## config.mk

```make
export PLATFORM = sky130hd
export DESIGN_NAME = dio_reg_block
export DESIGN_NICKNAME = d
export VERILOG_FILES = /design/src/rtl/dio_pkg.sv /design/src/rtl/dio_ctrl.sv /design/src/rtl/dio_datapath.sv /design/src/rtl/dio_reg_block.sv
export SDC_FILE = /design/constraint.sdc
export NUM_CORES = 1
export LEC_CHECK = 0
export CORE_ASPECT_RATIO = 1.4
export CORE_UTILIZATION = 56
export DETAILED_ROUTE_END_ITERATION = 7
export PLACE_DENSITY = 0.77
export SYNTH_ARGS = -nofsm -noshare
export SYNTH_HDL_FRONTEND = slang
export SYNTH_SLANG_ARGS = --single-unit
```

## constraint.sdc

```tcl
create_clock -name clk -period 1.5 [get_ports clk]
set_clock_uncertainty 0.1 [all_clocks]
set_input_delay 0.3 -clock clk [delete_from_list [all_inputs] [get_ports clk]]
set_output_delay 0.3 -clock clk [all_outputs]
set_load 0.01 [all_outputs]
```

## src/rtl/dio_pkg.sv

```systemverilog
package dio_pkg;
  localparam int ADDR_W = 3;

  // Address decode values; the bus map depends on these positions.
  typedef enum logic [ADDR_W-1:0] {
    A_OUT_LO = 3'd0,
    A_IN_LO  = 3'd1,
    A_IRQ    = 3'd2,
    A_FILT   = 3'd3,
    A_OUT_HI = 3'd4,
    A_IN_HI  = 3'd5,
    A_STAT   = 3'd6,
    A_NONE   = 3'd7
  } regAddr_e;

  typedef enum logic [2:0] {
    RD_ZERO,
    RD_OUT_LO,
    RD_OUT_HI,
    RD_IN_LO,
    RD_IN_HI,
    RD_STAT
  } rdSel_e;

  // Strobes from control to datapath, valid for one accepted access.
  typedef struct packed {
    logic [1:0] wrOut;
    logic       clrPend;
    logic       irqOn;
    logic       irqOff;
    logic       filtOn;
    logic       filtOff;
    logic       rdEn;
    rdSel_e     rdSel;
  } ctrlStrb_t;
endpackage

```

## src/rtl/dio_ctrl.sv

```systemverilog
module dio_ctrl
  import dio_pkg::*;
(
  input  logic              clk,
  input  logic              rstN,
  input  logic [ADDR_W-1:0] busAddr,
  input  logic              busRd,
  input  logic              busWr,
  output ctrlStrb_t         strb
);
  regAddr_e addrE;
  logic     rdAcc;

  assign addrE = regAddr_e'(busAddr);
  // A write takes precedence if both strobes are asserted together.
  assign rdAcc = busRd & ~busWr;

  always_comb begin
    strb = '0;
    strb.rdSel = RD_ZERO;
    strb.rdEn = rdAcc;
    if (busWr) begin
      unique case (addrE)
        A_OUT_LO: strb.wrOut[0] = 1'b1;
        A_OUT_HI: strb.wrOut[1] = 1'b1;
        A_IN_LO:  strb.clrPend  = 1'b1;
        A_IRQ:    strb.irqOff   = 1'b1;
        A_FILT:   strb.filtOff  = 1'b1;
        default:  ;
      endcase
    end else if (rdAcc) begin
      unique case (addrE)
        A_OUT_LO: strb.rdSel = RD_OUT_LO;
        A_OUT_HI: strb.rdSel = RD_OUT_HI;
        A_IN_LO:  strb.rdSel = RD_IN_LO;
        A_IN_HI:  strb.rdSel = RD_IN_HI;
        A_STAT:   strb.rdSel = RD_STAT;
        A_IRQ:    strb.irqOn = 1'b1;
        A_FILT:   strb.filtOn = 1'b1;
        default:  ;
      endcase
    end
  end

  // each access triggers at most one side effect.
  p_one_action_r8: assert property (@(posedge clk) disable iff (!rstN)
    $onehot0({strb.wrOut, strb.clrPend, strb.irqOn, strb.irqOff, strb.filtOn, strb.filtOff}));

  // writes to the upper input port and the status address have no effect.
  p_ignored_wr_r8: assert property (@(posedge clk) disable iff (!rstN)
    (busWr && (busAddr == 3'd5 || busAddr == 3'd6)) |->
      ({strb.wrOut, strb.clrPend, strb.irqOn, strb.irqOff, strb.filtOn, strb.filtOff} == '0));
endmodule

```

## src/rtl/dio_datapath.sv

```systemverilog
module dio_datapath
  import dio_pkg::*;
#(
  parameter int BANK_W   = 8,
  parameter int SYNC_LEN = 2,
  parameter int FILT_LEN = 4
) (
  input  logic                clk,
  input  logic                rstN,
  input  ctrlStrb_t           strb,
  input  logic [BANK_W-1:0]   wrData,
  input  logic [2*BANK_W-1:0] inPins,
  output logic [2*BANK_W-1:0] outPins,
  output logic [BANK_W-1:0]   rdData,
  output logic                irqOut
);
  localparam int IO_W  = 2 * BANK_W;
  localparam int NBANK = 2;
  localparam int CNT_W = $clog2(FILT_LEN + 1);

  logic [BANK_W-1:0] outLat [NBANK];
  logic [IO_W-1:0]   syncStg [SYNC_LEN];
  logic [IO_W-1:0]   synced, acc, accQ, chg;
  logic [NBANK-1:0]  bankChg, bankFlag, setFlag;
  logic              filtEn, irqEn, pending, setPend;

  // Output latches, one per bank.
  for (genvar b = 0; b < NBANK; b++) begin : g_out
    always_ff @(posedge clk) begin
      if (!rstN) outLat[b] <= '0;
      else if (strb.wrOut[b]) outLat[b] <= wrData;
    end
    assign outPins[b*BANK_W +: BANK_W] = outLat[b];

    // a write lands on its own bank's pins in the next cycle.
    p_latch_r2: assert property (@(posedge clk) disable iff (!rstN)
      strb.wrOut[b] |=> outPins[b*BANK_W +: BANK_W] == $past(wrData));
  end

  // Input synchronizer.
  always_ff @(posedge clk) begin
    if (!rstN) begin
      for (int s = 0; s < SYNC_LEN; s++) syncStg[s] <= '0;
    end else begin
      syncStg[0] <= inPins;
      for (int s = 1; s < SYNC_LEN; s++) syncStg[s] <= syncStg[s-1];
    end
  end
  assign synced = syncStg[SYNC_LEN-1];

  always_ff @(posedge clk) begin
    if (!rstN) filtEn <= 1'b0;
    else if (strb.filtOn) filtEn <= 1'b1;
    else if (strb.filtOff) filtEn <= 1'b0;
  end

  // Per-input stability filter.
  for (genvar i = 0; i < IO_W; i++) begin : g_filt
    logic [CNT_W-1:0] cnt;
    logic             accBit;
    always_ff @(posedge clk) begin
      if (!rstN) begin
        cnt <= '0;
        accBit <= 1'b0;
      end else if (!filtEn) begin
        cnt <= '0;
        accBit <= synced[i];
      end else if (synced[i] == accBit) begin
        cnt <= '0;
      end else if (cnt == CNT_W'(FILT_LEN - 1)) begin
        cnt <= '0;
        accBit <= synced[i];
      end else begin
        cnt <= cnt + 1'b1;
      end
    end
    assign acc[i] = accBit;
  end

  // Change detection on both edges.
  always_ff @(posedge clk) begin
    if (!rstN) accQ <= '0;
    else accQ <= acc;
  end
  assign chg = acc ^ accQ;

  for (genvar b = 0; b < NBANK; b++) begin : g_bank
    assign bankChg[b] = |chg[b*BANK_W +: BANK_W];
  end

  always_ff @(posedge clk) begin
    if (!rstN) irqEn <= 1'b0;
    else if (strb.irqOn) irqEn <= 1'b1;
    else if (strb.irqOff) irqEn <= 1'b0;
  end

  assign setFlag = irqEn ? bankChg : '0;
  assign setPend = |setFlag;

  // Sticky status; a new edge outranks a simultaneous clear.
  always_ff @(posedge clk) begin
    if (!rstN) begin
      bankFlag <= '0;
      pending <= 1'b0;
    end else if (strb.clrPend) begin
      bankFlag <= setFlag;
      pending <= setPend;
    end else begin
      bankFlag <= bankFlag | setFlag;
      pending <= pending | setPend;
    end
  end

  assign irqOut = pending & irqEn;

  always_ff @(posedge clk) begin
    if (!rstN) rdData <= '0;
    else if (strb.rdEn) begin
      rdData <= '0;
      unique case (strb.rdSel)
        RD_OUT_LO: rdData <= outLat[0];
        RD_OUT_HI: rdData <= outLat[1];
        RD_IN_LO:  rdData <= acc[0 +: BANK_W];
        RD_IN_HI:  rdData <= acc[BANK_W +: BANK_W];
        RD_STAT:   rdData[2:0] <= {pending, bankFlag};
        default:   ;
      endcase
    end
  end

  // a clear with no concurrent change empties the status.
  p_clear_r4: assert property (@(posedge clk) disable iff (!rstN)
    (strb.clrPend && !(|bankChg)) |=> (!pending && bankFlag == '0));

  // disarming drops the interrupt output at once.
  p_disarm_r5: assert property (@(posedge clk) disable iff (!rstN)
    strb.irqOff |=> !irqOut);

  // nothing becomes pending while disarmed.
  p_no_latch_off_r5: assert property (@(posedge clk) disable iff (!rstN)
    (!irqEn && !pending) |=> !pending);

  // pending holds until a clear.
  p_sticky_r6: assert property (@(posedge clk) disable iff (!rstN)
    (pending && !strb.clrPend) |=> pending);

  // an edge coinciding with a clear keeps the interrupt pending.
  p_edge_wins_r9: assert property (@(posedge clk) disable iff (!rstN)
    (strb.clrPend && irqEn && (|bankChg)) |=> pending);
endmodule

```

## src/rtl/dio_reg_block.sv

```systemverilog
module dio_reg_block
  import dio_pkg::*;
#(
  parameter int BANK_W   = 8,
  parameter int SYNC_LEN = 2,
  parameter int FILT_LEN = 4
) (
  input  logic                clk,
  input  logic                rstN,
  input  logic [ADDR_W-1:0]   busAddr,
  input  logic [BANK_W-1:0]   busWrData,
  input  logic                busRd,
  input  logic                busWr,
  output logic [BANK_W-1:0]   busRdData,
  input  logic [2*BANK_W-1:0] inPins,
  output logic [2*BANK_W-1:0] outPins,
  output logic                irqOut
);
  ctrlStrb_t strb;

  dio_ctrl u_ctrl (
    .clk     (clk),
    .rstN    (rstN),
    .busAddr (busAddr),
    .busRd   (busRd),
    .busWr   (busWr),
    .strb    (strb)
  );

  dio_datapath #(
    .BANK_W   (BANK_W),
    .SYNC_LEN (SYNC_LEN),
    .FILT_LEN (FILT_LEN)
  ) u_dp (
    .clk     (clk),
    .rstN    (rstN),
    .strb    (strb),
    .wrData  (busWrData),
    .inPins  (inPins),
    .outPins (outPins),
    .rdData  (busRdData),
    .irqOut  (irqOut)
  );
endmodule

```

==> summary.txt, run 1 <==
Clocking
  – Clock transition at path regs: 0.06 ns
  – Clk sinks: 141
  – H-Tree Level Count: 4
  – Clk buf depth: 2
  – CTS Root Cell: clkbuf_16
  – Post-CTS Hold Buffers: 0
  – Clock latency on the worst-skew pair: 0.41 ns
  – CTS Buf Count: 17
  – CTS tree: yes

Final layout
  – Area Overhead vs Synth: 29.5%
  – Post-route cell area: 6880 µm²
  – ANT cells: 0
  – # nets final: 676
  – Share of cells above drive strength 1: 18.1%
  – Finished Core Util: 75.3%
  – Fin cells: 733

Power
  – Switching pwr: 1950 µW
  – Clk pwr share: 47.6%
  – Combinational power share: 5.9%
  – Maximum VDD drop: 0.993 mV
  – Flop pwr share: 46.5%
  – Int Power: 6600 µW
  – P per Cell Area: 1240 nW/µm²
  – LEAKAGE: 0.00294 µW
  – Tot Pwr: 8550 µW
  – Switching Fraction: 22.8%

Timing
  – Minimum clock period after layout: 1.47 ns
  – Hold Fails Final Rpt: 0
  – Final Cycle Share: 98.0%
  – RSZ-0062 raised after global routing: false
  – Final setup viols: 0
  – Max Clk Rate: 680 MHz
  – Fin. max-slew vios: 0
  – Worst-margin pin slew: 0.348 ns
  – Max_slew headroom: 76.8%
  – Sum Neg Setup Slack: 0 ns

Floorplan
  – Core area: 9130 µm²
  – Die Area: 9880 µm²
  – Chip height: 117 µm
  – Num rows: 41
  – I/O pins: 56
  – DIE WIDTH: 84.3 µm
  – Initial Util: 58.2%

Critical path
  – Crit path max fanout: 2
  – Buf+Inv Stages, Crit Path: 1
  – Critical Path RT: 1.10 ns
  – Delay-heaviest family, CP: flip-flops
  – Worst path arrival time: 1.07 ns
  – Setup crit end: outPins[14]
  – Critical-path top delay cell: edfxtp_1
  – Crit path cell chain: clkdlybuf4s15_1
  – Reg-to-reg setup timing slack: 0.08 ns
  – CP startpoint: u_dp.outLat[1][6]
  – CP peak stage delay: 0.41 ns
  – R2R depth: 5
  – Startpoint Class: flop
  – Reg-to-Reg End: u_dp.g_filt[15].accBit
  – Crit Path Category: flop to primary output
  – Total stage count of the critical path: 1
  – Nature of the critical path endpoint: primary output
  – FF-to-FF Start: u_dp.g_filt[15].cnt[0]

Synth
  – Synth Register Bits: 141
  – Most common cell in the synthesized netlist: dfxtp_1
  – Adder-cell share of the synthesized area: 7.54%
  – Synth unique cells: 33
  – Cells after Synth: 503
  – Synth cell count leaders: dfxtp_1 (125), nor2_1 (66), and2_1 (65)
  – Avg Cell Area, Syn: 10.6 µm²
  – Post-synthesis mux area share: 3.39%
  – Async SR Flop Fraction: 0%
  – Synth top area share: 47.1%
  – Area share of and/or/nand/nor cells after synthesis: 19.0%
  – XOR/XNOR Fraction of Synth Area: 5.28%
  – Syn nets: 566
  – Synthesized cell area: 5310 µm²
  – Main flop type after synthesis: dfxtp_1
  – Post-synth EDFFs: 16
  – Seq/Total Area, Yosys: 56.2%
  – Leading area contributor after synthesis: dfxtp_1
  – Compound-Gate Fraction of Synth Area: 4.52%
  – Synth top area cells: dfxtp_1 (47%), edfxtp_1 (9.0%), and2_1 (7.7%)
  – YS warnings: 0
  – Largest family of logic cells by synthesized area: simple AND/OR/NAND/NOR gates

Global route
  – Initial antenna violation count: 0
  – First-pass GRT wire length: 17400 µm
  – GRT Total Usage: 23.6%
  – Overflow after GRT: 0
  – Via count of the first global-routing pass: 3797
  – Largest net degree at the start of global routing: 67

Outcome
  – Status: finished with violations
  – Failing checks: design-rule violations

Placement
  – RD Place Congestion: 0.852
  – Port Buffers: 55
  – Post-DP HPWL: 7340 µm
  – Area after DPL: 6210 µm²
  – Dpl cells: 686

Drt
  – DR WL/cell: 14.7 µm
  – Antenna-violating nets left: 0
  – Met3 routed WL: 453 µm
  – Max Used Layer: met4
  – Vias/cell: 5.13
  – Detailed Routing Iterations Pass 1: 8
  – M1 WL: 4310 µm
  – 1st-iter DRT viols: 198
  – Routed WL: 10800 µm
  – # DRC: 2
  – Via count: 3759
  – Met2 routed WL: 5840 µm

Flow run
  – Max-Cap Viols: 0

Hold path
  – HP Class: input pin to flop
worst register-to-register path, delay by kind of cell, from the launching register on:
family | cells | cell delay (ns)
DFF | 1 | 0.33
adders and majority gates | 2 | 0.41
and+or+nand+nor | 2 | 0.26
muxes | 1 | 0.21
through the flow:
| step | hold WS (ns) | worst slack (ns) |
|---|---|---|
| 2_1_floorplan | 0.299 | 0.108 |
| 4_1_cts | 0.291 | 0.00477 |
| 3_3_place_gp | 0.306 | -0.381 |
| 3_5_place_dp | 0.314 | -0.428 |
| 6_report | 0.295 | 0.0296 |
| 5_1_grt | 0.303 | 0.00239 |
cell usage in the layout (no fill, tap or decap), types with 7 or more instances in the layout:
| master | count |
|---|---|
| clkbuf_2 | 13 |
| ha_1 | 32 |
| buf_4 | 51 |
| nand3_1 | 18 |
| clkbuf_16 | 18 |
| edfxtp_1 | 16 |
| and2_1 | 65 |
| clkdlybuf4s50_1 | 28 |
| xor2_1 | 16 |
| inv_1 | 35 |
| nor2b_2 | 7 |
| dfxtp_1 | 124 |
| a21oi_1 | 11 |
| mux2i_1 | 18 |
| nor2b_1 | 12 |
| nor2_1 | 66 |
| xnor2_1 | 16 |
| nand2_1 | 8 |
worst min path at each step:
stage | startpoint | endpoint | slack, ns | cells past startpoint
3_5_place_dp | u_dp.g_filt[5].cnt[0] | u_dp.g_filt[5].cnt[0] | 0.31 | 1
4_1_cts | rstN | u_dp.syncStg[0][3] | 0.29 | 3
2_1_floorplan | u_dp.g_filt[0].cnt[0] | u_dp.g_filt[0].cnt[0] | 0.30 | 1
6_report | rstN | u_dp.syncStg[0][2] | 0.29 | 3
3_3_place_gp | u_dp.g_filt[8].cnt[0] | u_dp.g_filt[8].cnt[0] | 0.31 | 1
5_1_grt | rstN | u_dp.syncStg[0][19] | 0.30 | 3
layout make-up:
cell class | instances | area (µm²)
flip-flops and latches | 141 | 2980
fillers | 640 | 2260
multi-input cells | 310 | 2150
repair buffers | 108 | 893
clock buffers | 18 | 450
clock inverters | 14 | 136
well taps | 107 | 134
inverters | 35 | 131
kinds of logic after synthesis:
logic type,Yosys count
compound gates,35
buf+inv,52
simple gates,193
flops,141
xor+xnor,32
fa+ha+maj,32
mux,18
registers in the layout, summed over array words and instances (netlist names), 2 cells and up:
signal              count
u_dp.rdData             8
u_dp.bankFlag           2
u_dp.g_filt.accBit     16
u_dp.outLat            16
u_dp.syncStg           32
u_dp.accQ              16
u_dp.g_filt.cnt        48
what timing repair did:
action	CTS	global route
pin swaps	2	4
setup endpoints to repair	28	37
resized for setup	44	30
setup buffers	14	1
metal layers:
metal	global-route usage (%)	up-vias
met5	0	-
met4	10.0	0
met3	6.24	17
met2	44.8	78
met1	24.7	1792
li1	-	1872
power by group through the flow:
stage / Combinational, µW / Clock [µW] / Sequential (µW)
6_report: 504 / 4070 / 3980
3_3_place_gp: 474 / 0 / 4060
5_1_grt: 549 / 4290 / 3980
4_1_cts: 511 / 4120 / 3970
3_5_place_dp: 483 / 0 / 4060
2_1_floorplan: 198 / 0 / 4060
No activity file was read; power rests on OpenSTA's default activity.
==> run 2: changes to the inputs <==
- CAP_MARGIN: default -> 40
==> results of run 2 <==
Final layout, timing and power as in run 1 (identical DEF).
==> run 3: changes to the inputs <==
- TNS_END_PERCENT: default -> 5
==> run 3 against run 2 <==
Compared with the run above: the flow still finishes with violations (design-rule violations); non-clock buffer count is 15 lower; clock-buffer cell count stayed put; sequential power hardly changed; die area stayed put; clock power hardly changed; via count is 1.2% lower; core utilization is 1.4 points lower; sequential share of layout area is 0.81 points higher; worst setup slack worse by 0.016 ns; hold slack worse by 0.0038 ns; total power is 0.44% lower; critical endpoint is now outPins[7].
==> summary.txt, run 3 (synthesis results as in run 1) <==
Final layout
  – Filler cells: 656 (+2.5%)
  – Most frequent cells in the layout: dfxtp_1 (124), nor2_1 (66), and2_1 (65), buf_4 (36), inv_1 (35)
  – Finished Core Util: 73.9% (-1.4 points)
  – Post-route cell area: 6750 µm² (-1.8%)
  – Largest register FFs: 48 (unchanged)
  – ANT cells: 0 (unchanged)
  – Regs by FF count: u_dp.g_filt.cnt x48, u_dp.syncStg x32
  – Largest Register: u_dp.g_filt.cnt
  – Commonest non-fill, non-tap cell in the layout: dfxtp_1
  – Area Overhead vs Synth: 27.1%
  – Fin cells: 718 (-2.0%)
  – # nets final: 661 (-2.2%)
  – Share of cells above drive strength 1: 16.4% (-1.7 points)

Drt
  – Via count: 3713 (-1.2%)
  – # DRC: 2 (unchanged)
  – 1st-iter DRT viols: 223 (+13%)
  – Vias/cell: 5.17 (+0.84%)
  – Routed WL: 10800 µm (-0.17%)
  – Antenna-violating nets left: 0 (unchanged)
  – Detailed Routing Iterations Pass 1: 7 (-1)
  – DR WL/cell: 15.0 µm (+1.9%)

Placement
  – Area after DPL: 6210 µm² (unchanged)
  – Port Buffers: 55 (unchanged)
  – Post-DP HPWL: 7340 µm (unchanged)
  – Dpl cells: 686 (unchanged)
  – RD Place Congestion: 0.852 (unchanged)
  – Dpl ws: -0.428 ns (unchanged)

Critical path
  – Delay-heaviest family, CP: flip-flops
  – CP startpoint: u_dp.outLat[0][7]
  – FF-to-FF Start: u_dp.g_filt[15].cnt[0]
  – Buf+Inv Stages, Crit Path: 1 (unchanged)
  – Crit path cell chain: clkdlybuf4s15_2
  – Worst path arrival time: 1.09 ns (+0.02 ns)
  – Crit Path Category: flop to primary output
  – CP peak stage delay: 0.43 ns (+0.02 ns)
  – Critical-path top delay cell: edfxtp_1
  – Nature of the critical path endpoint: primary output
  – Startpoint Class: flop
  – Crit path max fanout: 2 (unchanged)
  – Critical Path RT: 1.10 ns (about the same)

Clocking
  – Clock transition at path regs: 0.06 ns (about the same)
  – CTS tree: yes
  – Post-CTS Hold Buffers: 0 (unchanged)
  – Post-CTS Setup Repair Bufs: 0 (-14)
  – CTS Buf Count: 17 (unchanged)
  – Clk sinks: 141 (unchanged)
  – H-Tree Level Count: 4 (unchanged)
  – CTS Root Cell: clkbuf_16
  – Clk buf depth: 2 (unchanged)
  – Clock latency on the worst-skew pair: 0.41 ns (about the same)

Floorplan
  – Num rows: 41 (unchanged)
  – Die Area: 9880 µm² (unchanged)
  – DIE WIDTH: 84.3 µm (unchanged)
  – Initial Util: 58.2% (unchanged)
  – Chip height: 117 µm (unchanged)
  – I/O pins: 56 (unchanged)
  – Core area: 9130 µm² (unchanged)

Timing
  – Setup ws final: 0.0139 ns (-0.0156 ns)
  – Hold Fails Final Rpt: 0 (unchanged)
  – RSZ-0062 raised after global routing: true
  – Final Cycle Share: 99.1% (+1.0 points)
  – Worst-margin pin slew: 0.342 ns (-0.00599 ns)
  – Max Clk Rate: 673 MHz (-1.1%)
  – Fin. max-slew vios: 0 (unchanged)
  – Final setup viols: 0 (unchanged)
  – Minimum clock period after layout: 1.49 ns (+0.0156 ns)
  – Max_slew headroom: 77.2% (+0.40 points)

Outcome
  – Status: finished with violations
  – Failing checks: design-rule violations

Global route
  – Via count of the first global-routing pass: 3755 (-1.1%)
  – First-pass GRT wire length: 17400 µm (about the same)
  – Largest net degree at the start of global routing: 67 (unchanged)
  – Overflow after GRT: 0 (unchanged)
  – GRT Total Usage: 23.6% (about the same)
  – Initial antenna violation count: 0 (unchanged)

Hold path
  – Hold path startpoint: rstN
  – HP Class: input pin to flop

Power
  – Maximum VDD drop: 0.993 mV (about the same)
  – P per Cell Area: 1260 nW/µm² (+1.4%)
  – Tot Pwr: 8510 µW (-0.44%)
  – LEAKAGE: 0.00287 µW (-2.4%)

Flow run
  – Max-Cap Viols: 0 (unchanged)
## run 3: cell count changes in the layout (fill, tap and decap cells not counted), moves of 2 or more
cell and change:
clkbuf_2 -6, clkdlybuf4s15_1 -2, and3_4 -2, buf_2 +7, and3_2 +2, buf_4 -15
## run 3: where the power goes
group	total [µW]	switching, µW	internal [µW]	leakage, µW
clock network	4070	1660	2410	0.000283
registers	3980	64.8	3920	0.00117
logic	460	214	247	0.00142
## run 3: path summary, 6_finish.rpt
kind,to,depth (start not counted),slack [ns]
setup / recovery,outPins[7],1,0.01
hold / removal,u_dp.syncStg[0][2],3,0.29
setup reg to reg,u_dp.g_filt[15].accBit,5,0.08
hold reg to reg,u_dp.g_filt[1].cnt[0],1,0.32
## run 3: per-layer routing
metal / vias up / track usage, % / part of all wire (%)
met4: 0 / 10.1 / 2.2
met2: 76 / 44.8 / 54
met5: - / 0 / 0
met1: 1769 / 24.7 / 40
met3: 24 / 6.17 / 3.2
li1: 1844 / - / -
## run 3: final cells by class
class,instances,area (µm²),area share [%]
flip-flops and latches,141,2980,44.2
well taps,107,134,1.98
clock buffers,18,450,6.67
repair buffers,93,777,11.5
clock inverters,14,136,2.02
multi-input cells,310,2140,31.6
inverters,35,131,1.95
## run 3: repair_timing
action,in CTS,in global routing
pin swaps,2,3
endpoints found under the setup margin,28,35
gates resized for setup,57,24
## run 3: metrics by stage
step	hold slack [ns]	setup TNS (ns)
floorplan	0.299	0
detailed placement	0.314	-14.05
global route	0.303	-0.0587
finish	0.291	0
global placement	0.306	-12.71
CTS	0.291	0
